**config.mk**
```make
export PLATFORM = sky130hd
export DESIGN_NAME = radix_walker
export DESIGN_NICKNAME = d
export VERILOG_FILES = /design/src/rtl/rw_pkg.sv /design/src/rtl/rw_seg_mask_chk.sv /design/src/rtl/rw_leaf_perm.sv /design/src/rtl/rw_xlate.sv /design/src/rtl/radix_walker.sv
export SDC_FILE = /design/constraint.sdc
export NUM_CORES = 1
export LEC_CHECK = 0
export CAP_MARGIN = 20
export CORE_AREA = 2 2 191 193
export DETAILED_ROUTE_END_ITERATION = 8
export DIE_AREA = 0 0 193 195
export GPL_ROUTABILITY_DRIVEN = 0
export GPL_TIMING_DRIVEN = 0
export PLACE_DENSITY_LB_ADDON = 0.08
export SETUP_SLACK_MARGIN = 0.1
export SLEW_MARGIN = 15
export SYNTH_ARGS = -nofsm -noshare
export SYNTH_HDL_FRONTEND = slang
export SYNTH_SLANG_ARGS = --single-unit
export TNS_END_PERCENT = 100
```
**constraint.sdc**
```tcl
create_clock -name clk -period 3.4 [get_ports clk]
set_clock_uncertainty 0.05 [all_clocks]
set_input_delay 0.68 -clock clk [delete_from_list [all_inputs] [get_ports clk]]
set_output_delay 0.68 -clock clk [all_outputs]
set_load 0.005 [all_outputs]
```
**src/rtl/rw_pkg.sv**
```systemverilog
package rw_pkg;

  typedef enum logic [2:0] {
    ST_IDLE, ST_PT_REQ, ST_PT_WAIT, ST_CHECK, ST_REQ, ST_WAIT, ST_EVAL, ST_DONE
  } rw_state_e;

  typedef enum logic [2:0] {
    OUT_TLB, OUT_SEG, OUT_BADTREE, OUT_NOPTE, OUT_PERM, OUT_RC
  } rw_outcome_e;

  localparam int unsigned ENT_W     = 64;
  localparam int unsigned PAGE_LSB  = 12;
  localparam int unsigned ROOT_ADD  = 19;
  localparam int unsigned MIN_IDX   = 5;
  localparam int unsigned MAX_IDX   = 16;

  localparam int unsigned B_VALID = 63;
  localparam int unsigned B_LEAF  = 62;
  localparam int unsigned B_REF   = 8;
  localparam int unsigned B_CHG   = 7;
  localparam int unsigned B_CI    = 5;
  localparam int unsigned B_PRIV  = 3;
  localparam int unsigned B_RO    = 2;
  localparam int unsigned B_RW    = 1;
  localparam int unsigned B_EXEC  = 0;

  function automatic logic [30:0] f_low31(input logic [4:0] n);
    return 31'((32'd1 << n) - 32'd1);
  endfunction

  function automatic logic [5:0] f_root_remain(input logic [4:0] rts);
    return 6'(rts) + 6'(ROOT_ADD);
  endfunction

endpackage

```
**src/rtl/rw_seg_mask_chk.sv**
```systemverilog
module rw_seg_mask_chk
  import rw_pkg::*;
(
  input  logic [63:31] ea_hi,
  input  logic [4:0]   rts,
  input  logic [5:0]   idx_w,
  input  logic [5:0]   remain,
  output logic         seg_bad,
  output logic         mask_bad
);
  logic [30:0] allow;
  logic        excess;

  always_comb begin
    allow    = f_low31(rts);
    excess   = |(ea_hi[61:31] & ~allow);
    seg_bad  = (ea_hi[63] ^ ea_hi[62]) | excess;
    mask_bad = (idx_w < 6'(MIN_IDX)) | (idx_w > 6'(MAX_IDX)) | (idx_w > remain);
  end
endmodule

```
**src/rtl/rw_leaf_perm.sv**
```systemverilog
module rw_leaf_perm
  import rw_pkg::*;
(
  input  logic [8:0] flags,
  input  logic       priv,
  input  logic       iside,
  input  logic       store,
  output logic       perm_ok,
  output logic       rc_ok
);
  logic gate;

  always_comb begin
    gate = priv | ~flags[B_PRIV];
    if (iside) perm_ok = gate & flags[B_EXEC] & ~flags[B_CI];
    else       perm_ok = gate & (flags[B_RW] | (flags[B_RO] & ~store));
    rc_ok = flags[B_REF] & (flags[B_CHG] | ~store);
  end
endmodule

```
**src/rtl/rw_xlate.sv**
```systemverilog
module rw_xlate
  import rw_pkg::*;
#(
  parameter int unsigned PA_W  = 56,
  localparam int unsigned RPN_W = PA_W - PAGE_LSB
)(
  input  logic [63:0]      ea,
  input  logic [PA_W-1:0]  base,
  input  logic [5:0]       idx_w,
  input  logic [5:0]       remain_nx,
  input  logic [5:0]       remain,
  input  logic [RPN_W-1:0] leaf_rpn,
  output logic [PA_W-1:0]  ent_addr,
  output logic [RPN_W-1:0] rpn
);
  logic [63:0]      idx;
  logic [63:0]      keep;
  logic [RPN_W-1:0] low_mask;

  always_comb begin
    idx      = (ea >> (7'(PAGE_LSB) + 7'(remain_nx))) & ((64'd1 << idx_w) - 64'd1);
    ent_addr = base | PA_W'(idx << 3);
    keep     = (64'd1 << remain) - 64'd1;
    low_mask = keep[RPN_W-1:0];
    rpn      = (leaf_rpn & ~low_mask) | (ea[PAGE_LSB +: RPN_W] & low_mask);
  end
endmodule

```
**src/rtl/radix_walker.sv**
```systemverilog
module radix_walker
  import rw_pkg::*;
#(
  parameter int unsigned PA_W = 56,
  localparam int unsigned RPN_W = PA_W - PAGE_LSB
)(
  input  logic             clk,
  input  logic             rst_n,
  input  logic             start_i,
  input  logic [63:0]      ea_i,
  input  logic             priv_i,
  input  logic             iside_i,
  input  logic             store_i,
  input  logic [PA_W-1:0]  ptbl_addr_i,
  output logic             mem_req_o,
  output logic [PA_W-1:0]  mem_addr_o,
  input  logic             mem_rvalid_i,
  input  logic [63:0]      mem_rdata_i,
  output logic             busy_o,
  output logic             done_o,
  output logic             tlb_load_o,
  output logic [RPN_W-1:0] rpn_o,
  output logic [5:0]       pg_shift_o,
  output logic             err_seg_o,
  output logic             err_badtree_o,
  output logic             err_nopte_o,
  output logic             err_perm_o,
  output logic             err_rc_o
);
  localparam int unsigned BASE_LSB = 8;

  rw_state_e   state_q;
  rw_outcome_e out_q;
  logic [63:0]      ea_q;
  logic             priv_q, iside_q, store_q;
  logic [4:0]       rts_q;
  logic [PA_W-1:0]  base_q;
  logic [5:0]       idx_w_q;
  logic [5:0]       remain_q;
  logic [PA_W-1:0]  addr_q;
  logic [63:0]      entry_q;
  logic [RPN_W-1:0] rpn_q;
  logic [5:0]       shift_q;

  // named internal events for the checker
  logic check_evt, eval_evt, seg_bad, mask_bad, perm_ok, rc_ok;
  logic ent_valid, ent_leaf;
  logic [5:0]       remain_nx;
  logic [PA_W-1:0]  ent_addr;
  logic [RPN_W-1:0] rpn_calc;
  logic [PA_W-1:0]  next_base;
  logic             unused_bits;

  assign check_evt = (state_q == ST_CHECK);
  assign eval_evt  = (state_q == ST_EVAL);
  assign ent_valid = entry_q[B_VALID];
  assign ent_leaf  = entry_q[B_LEAF];
  assign remain_nx = remain_q - idx_w_q;
  assign next_base = {entry_q[PA_W-1:BASE_LSB], {BASE_LSB{1'b0}}};
  assign unused_bits = ^{entry_q[61:PA_W], entry_q[6], mem_rdata_i[63:61], mem_rdata_i[7:5]};

  rw_seg_mask_chk u_segmask (
    .ea_hi    (ea_q[63:31]),
    .rts      (rts_q),
    .idx_w    (idx_w_q),
    .remain   (remain_q),
    .seg_bad  (seg_bad),
    .mask_bad (mask_bad)
  );

  rw_leaf_perm u_perm (
    .flags   (entry_q[8:0]),
    .priv    (priv_q),
    .iside   (iside_q),
    .store   (store_q),
    .perm_ok (perm_ok),
    .rc_ok   (rc_ok)
  );

  rw_xlate #(.PA_W(PA_W)) u_xlate (
    .ea        (ea_q),
    .base      (base_q),
    .idx_w     (idx_w_q),
    .remain_nx (remain_nx),
    .remain    (remain_q),
    .leaf_rpn  (entry_q[PA_W-1:PAGE_LSB]),
    .ent_addr  (ent_addr),
    .rpn       (rpn_calc)
  );

  always_ff @(posedge clk) begin
    if (!rst_n) begin
      state_q  <= ST_IDLE;
      out_q    <= OUT_TLB;
      ea_q     <= '0;
      priv_q   <= 1'b0;
      iside_q  <= 1'b0;
      store_q  <= 1'b0;
      rts_q    <= '0;
      base_q   <= '0;
      idx_w_q  <= '0;
      remain_q <= '0;
      addr_q   <= '0;
      entry_q  <= '0;
      rpn_q    <= '0;
      shift_q  <= '0;
    end else begin
      case (state_q)
        ST_IDLE: if (start_i) begin
          ea_q    <= ea_i;
          priv_q  <= priv_i;
          iside_q <= iside_i;
          store_q <= store_i;
          addr_q  <= ptbl_addr_i;
          state_q <= ST_PT_REQ;
        end
        ST_PT_REQ: state_q <= ST_PT_WAIT;
        ST_PT_WAIT: if (mem_rvalid_i) begin
          rts_q    <= mem_rdata_i[60:56];
          remain_q <= f_root_remain(mem_rdata_i[60:56]);
          base_q   <= {mem_rdata_i[PA_W-1:BASE_LSB], {BASE_LSB{1'b0}}};
          idx_w_q  <= {1'b0, mem_rdata_i[4:0]};
          state_q  <= ST_CHECK;
        end
        ST_CHECK: begin
          if (seg_bad) begin
            out_q   <= OUT_SEG;
            state_q <= ST_DONE;
          end else if (mask_bad) begin
            out_q   <= OUT_BADTREE;
            state_q <= ST_DONE;
          end else begin
            remain_q <= remain_nx;
            addr_q   <= ent_addr;
            state_q  <= ST_REQ;
          end
        end
        ST_REQ: state_q <= ST_WAIT;
        ST_WAIT: if (mem_rvalid_i) begin
          entry_q <= mem_rdata_i;
          state_q <= ST_EVAL;
        end
        ST_EVAL: begin
          if (!ent_valid) begin
            out_q   <= OUT_NOPTE;
            state_q <= ST_DONE;
          end else if (ent_leaf) begin
            rpn_q   <= rpn_calc;
            shift_q <= 6'(PAGE_LSB) + remain_q;
            if (!perm_ok)     out_q <= OUT_PERM;
            else if (!rc_ok)  out_q <= OUT_RC;
            else              out_q <= OUT_TLB;
            state_q <= ST_DONE;
          end else begin
            base_q  <= next_base;
            idx_w_q <= {1'b0, entry_q[4:0]};
            state_q <= ST_CHECK;
          end
        end
        ST_DONE: state_q <= ST_IDLE;
        default: state_q <= ST_IDLE;
      endcase
    end
  end

  assign busy_o        = (state_q != ST_IDLE);
  assign done_o        = (state_q == ST_DONE);
  assign mem_req_o     = (state_q == ST_PT_REQ) || (state_q == ST_REQ);
  assign mem_addr_o    = addr_q;
  assign rpn_o         = rpn_q;
  assign pg_shift_o    = shift_q;
  assign tlb_load_o    = done_o && (out_q == OUT_TLB);
  assign err_seg_o     = done_o && (out_q == OUT_SEG);
  assign err_badtree_o = done_o && (out_q == OUT_BADTREE);
  assign err_nopte_o   = done_o && (out_q == OUT_NOPTE);
  assign err_perm_o    = done_o && (out_q == OUT_PERM);
  assign err_rc_o      = done_o && (out_q == OUT_RC);

endmodule

```
==> impl_results.md <==
- Status: finished, violations left
- Failing checks: setup timing
- Clk slew on worst S/H paths: around 0.06 ns
- Commonest cells after routing, fill and taps aside: nand2_1 (502), clkdlybuf4s50_1 (290), dfxtp_1 (286), nor2_1 (217), a21oi_1 (190)
- CP most frequent cell: buf_6
- Via count: between 15,000 and 20,000
- Psw: roughly 0.0045 W
- Clock power share: slightly below 30%
- CTS tree: done
- Pre-antenna DRT Iters: 8
- Total gr overflow: 0
- Max-cap violations: 0
- Worst-path maximum fanout: 7
- ANT cells: 0
- Vias in the first global route: between 15,000 and 20,000
- Worst slew pin tran: ~1.1 ns
- Worst Hold Launch: mem_addr_o[29]
- Synth cell types: 77
- Final instance area: around 0.023 mm2
- Reg2reg path depth: 15
- Layout cells sized above 1: between 10% and 20%
- Wirelength, routed: approximately 76,000 um
- Peak Freq: roughly 0.26 GHz
- Ys flop type: dfxtp_1
- Die extent in y: 195 um
- Mapped cell area: 0.0169 mm2
- RSZ-0062 raised after global routing: true
- Pwr per Cell Area: 542 mW/mm2
- Mean area per synthesized cell: just under 8 um2
- I/O Buffers: 290
- Max-slew violation count: 0
- Setup-failing EPs final: 66
- Hold violation count in the final report: 0
- Clk Latency, worst-skew pair: roughly 0.6 ns
- Average wire per standard cell: approximately 25 um
- Post-synth top area share: around 34%
- Die width: 193 um
- DRT antenna net count: 0
- CTS Root Cell: clkbuf_16
- Slew HR: just under 30%
- Ys Warns: 0
- Hold endpoint: mem_addr_o[29]
- Initial antenna violation count: 0
- Core area: roughly 0.035 mm2
- Tightest Hold Check Type: reg -> reg
- WP data required: approximately 3.9 ns
- DR iter-0 viols: 2,562
- Sequential Power Share: about a third
- Crit path kind: reg -> reg
- Placed Cells: around 2,900
- Clock Path Buffers: 3
- Yosys reg bits: between 200 and 300
- Reg2reg setup slack: -0.45 ns
- DRC Markers: 0
- Reg2reg start: rts_q[2]
- FP Rows: slightly below 70
- Period minus WS final: 3.85 ns
- Seq/Total Area, Yosys: 34.2%
- Largest net degree at the start of global routing: 18
- FFs w/ async S/R, synth: 0%
- Maximum VDD drop: between 0.5 and 0.6 mV
- Vias per cell: 6.39
- I/O pin count: between 300 and 400
- Hold_buf cts: 0
- Hold Path Stages: 2
- Critical R2R Capture: mem_addr_o[18]
- Post-Place Worst Slack: -0.872 ns
- Max incr delay on CP: between 0.5 and 0.6 ns
- Post-Layout Cell Count: between 3,000 and 4,000
- Tcrit/Tclk final: 113%
- Fillers: around 3,100
- Net Sw Frac: a little under two fifths
- Combinational fraction of design power: around 39%
- CP Capture Type: register
- Area growth from synthesis to layout: 34.0%
- Gate count after technology mapping: ~2,200
- Setup WS post-layout: -0.450 ns
- CP arrival: between 4 and 5 ns
- Most common cell after layout, fill and taps aside: nand2_1
- First-pass GRT wire length: roughly 110,000 um
- Synth top area cells: dfxtp_1 (34%), nand2_1 (11%), mux2i_1 (7.4%)
- Area post-placement: approximately 0.020 mm2
- Crit-path leading delay family: compound AO/OA/AOI/OAI gates
- Die area: 0.0376 mm2
- CTS buffer count: 30
- Worst path buffer plus inverter count: 5
- Clock Sinks: around 290
- CP max-delay cell: or4_4
- Int Power: approximately 0.0077 W
- Leading area contributor after synthesis: dfxtp_1
- Startpoint types: register
- Post-synth EDFFs: 0
- Leakage: 8.26 nW
- Final #Nets: approximately 2,700
- Power, Total: 0.0123 W
- HPWL after detailed placement: approximately 57,000 um
- H-tree depth: 1
- Initial Util: a little under half
- Synthesized net count: approximately 2,400
- Overall global routing resource usage: ~38%
- CP cell instances: buf_8 -> nor4_4 -> nand2_1 -> ha_1 -> a222oi_1 -> o2111ai_1 -> a311o_1 -> or4_4 -> buf_6 -> a21boi_4 -> buf_6 -> buf_12 -> clkbuf_16 -> nand4_1 -> o221ai_2
[what timing repair did]
item / 4_1_cts / 5_1_grt
gates cloned: 4 / 3
pin swaps: 34 / 23
buffers inserted: 17 / 11
resized for setup: 117 / 85
setup endpoints to repair: 73 / 88
[metal layers]
layer | track usage [%] | wire (um) | vias up
met4 | 23.5 | 5670 | 0
met3 | 8.75 | 8840 | 347
met1 | 50.1 | 28800 | 9062
met2 | 57.6 | 32300 | 1391
met5 | 0 | 0 | -
li1 | - | - | 8544
[through the flow]
step | hold slack (ns) | utilization, % | setup TNS, ns
after floorplan | 0.381 | - | 0
after global placement | 0.391 | 57.6 | -43.68
after detailed placement | 0.396 | 57.6 | -44.28
after CTS | 0.406 | 62.5 | -14.23
after global routing | 0.424 | 63.9 | -25.61
final | 0.403 | 63.9 | -23.64
[state kept, by name (all words and copies together) (netlist names)]
name	flops
entry_q	57
mem_addr_o	56
ea_q	52
base_q	48
rpn_o	44
pg_shift_o	6
remain_q	6
idx_w_q	5
rts_q	5
out_q	3
state_q	3
iside_q	1
priv_q	1
store_q	1
[tightest hold or removal path, cell delays in order (launching register included)]
cell and delay [ns]:
dfxtp_1 0.31, nand2_1 0.05, o21ai_1 0.05
[layout make-up]
cell class / count / area (um2) / area share [%]
Tap cell: 461 / 577 / 2.55
Sequential cell: 288 / 5770 / 25.5
Buffer: 193 / 1040 / 4.60
Timing Repair Buffer: 325 / 3370 / 14.9
Clock buffer: 39 / 865 / 3.82
Multi-Input combinational cell: 1677 / 10700 / 47.2
Inverter: 29 / 114 / 0.503
Clock inverter: 13 / 204 / 0.902
[how the worst max path moves through the flow]
stage | startpoint | to | cells past startpoint
2_1_floorplan | remain_q[0] | mem_addr_o[18] | 11
3_3_place_gp | remain_q[0] | mem_addr_o[11] | 12
6_report | rts_q[2] | mem_addr_o[18] | 15
5_1_grt | rts_q[2] | mem_addr_o[26] | 14
3_5_place_dp | idx_w_q[2] | mem_addr_o[11] | 13
4_1_cts | rts_q[1] | mem_addr_o[31] | 14
[power groups by stage]
stage	registers, W	clock network, W	logic, W
2_1_floorplan	0.00381	0	0.00266
3_3_place_gp	0.00394	0	0.00397
3_5_place_dp	0.00395	0	0.00401
4_1_cts	0.00388	0.00356	0.00438
5_1_grt	0.00391	0.00370	0.00502
6_report	0.00391	0.00356	0.00479
[cell usage after synthesis, types with 10 or more instances]
library cell  instances
inv_1                24
nand2_1             504
nand4_1              13
mux4_2               32
nor3_1               17
o31ai_1              12
mux2_2               56
a21oi_1             196
o211ai_1             19
o21ai_0              99
nor2_1              222
clkbuf_1            134
nand2b_1             14
a311oi_1             70
a31oi_1              18
ha_1                 10
xnor2_1              10
buf_2                33
buf_1                17
o2111ai_1            10
mux2i_1             125
o22ai_1              19
dfxtp_1             288
nand3_1              34
a211oi_1             46
[kinds of logic (layout without fill, tap and decap cells)]
kind of cell	count (synthesis)	in the layout	share of synthesized area [%]
simple gates	862	862	21.1
compound gates	574	574	22.1
flops	288	288	34.2
buf+inv	223	599	5.47
mux	213	213	15.4
xor+xnor	17	17	0.882
fa+ha+maj	11	11	0.860
Note: power is estimated with default switching activity, not from simulation.
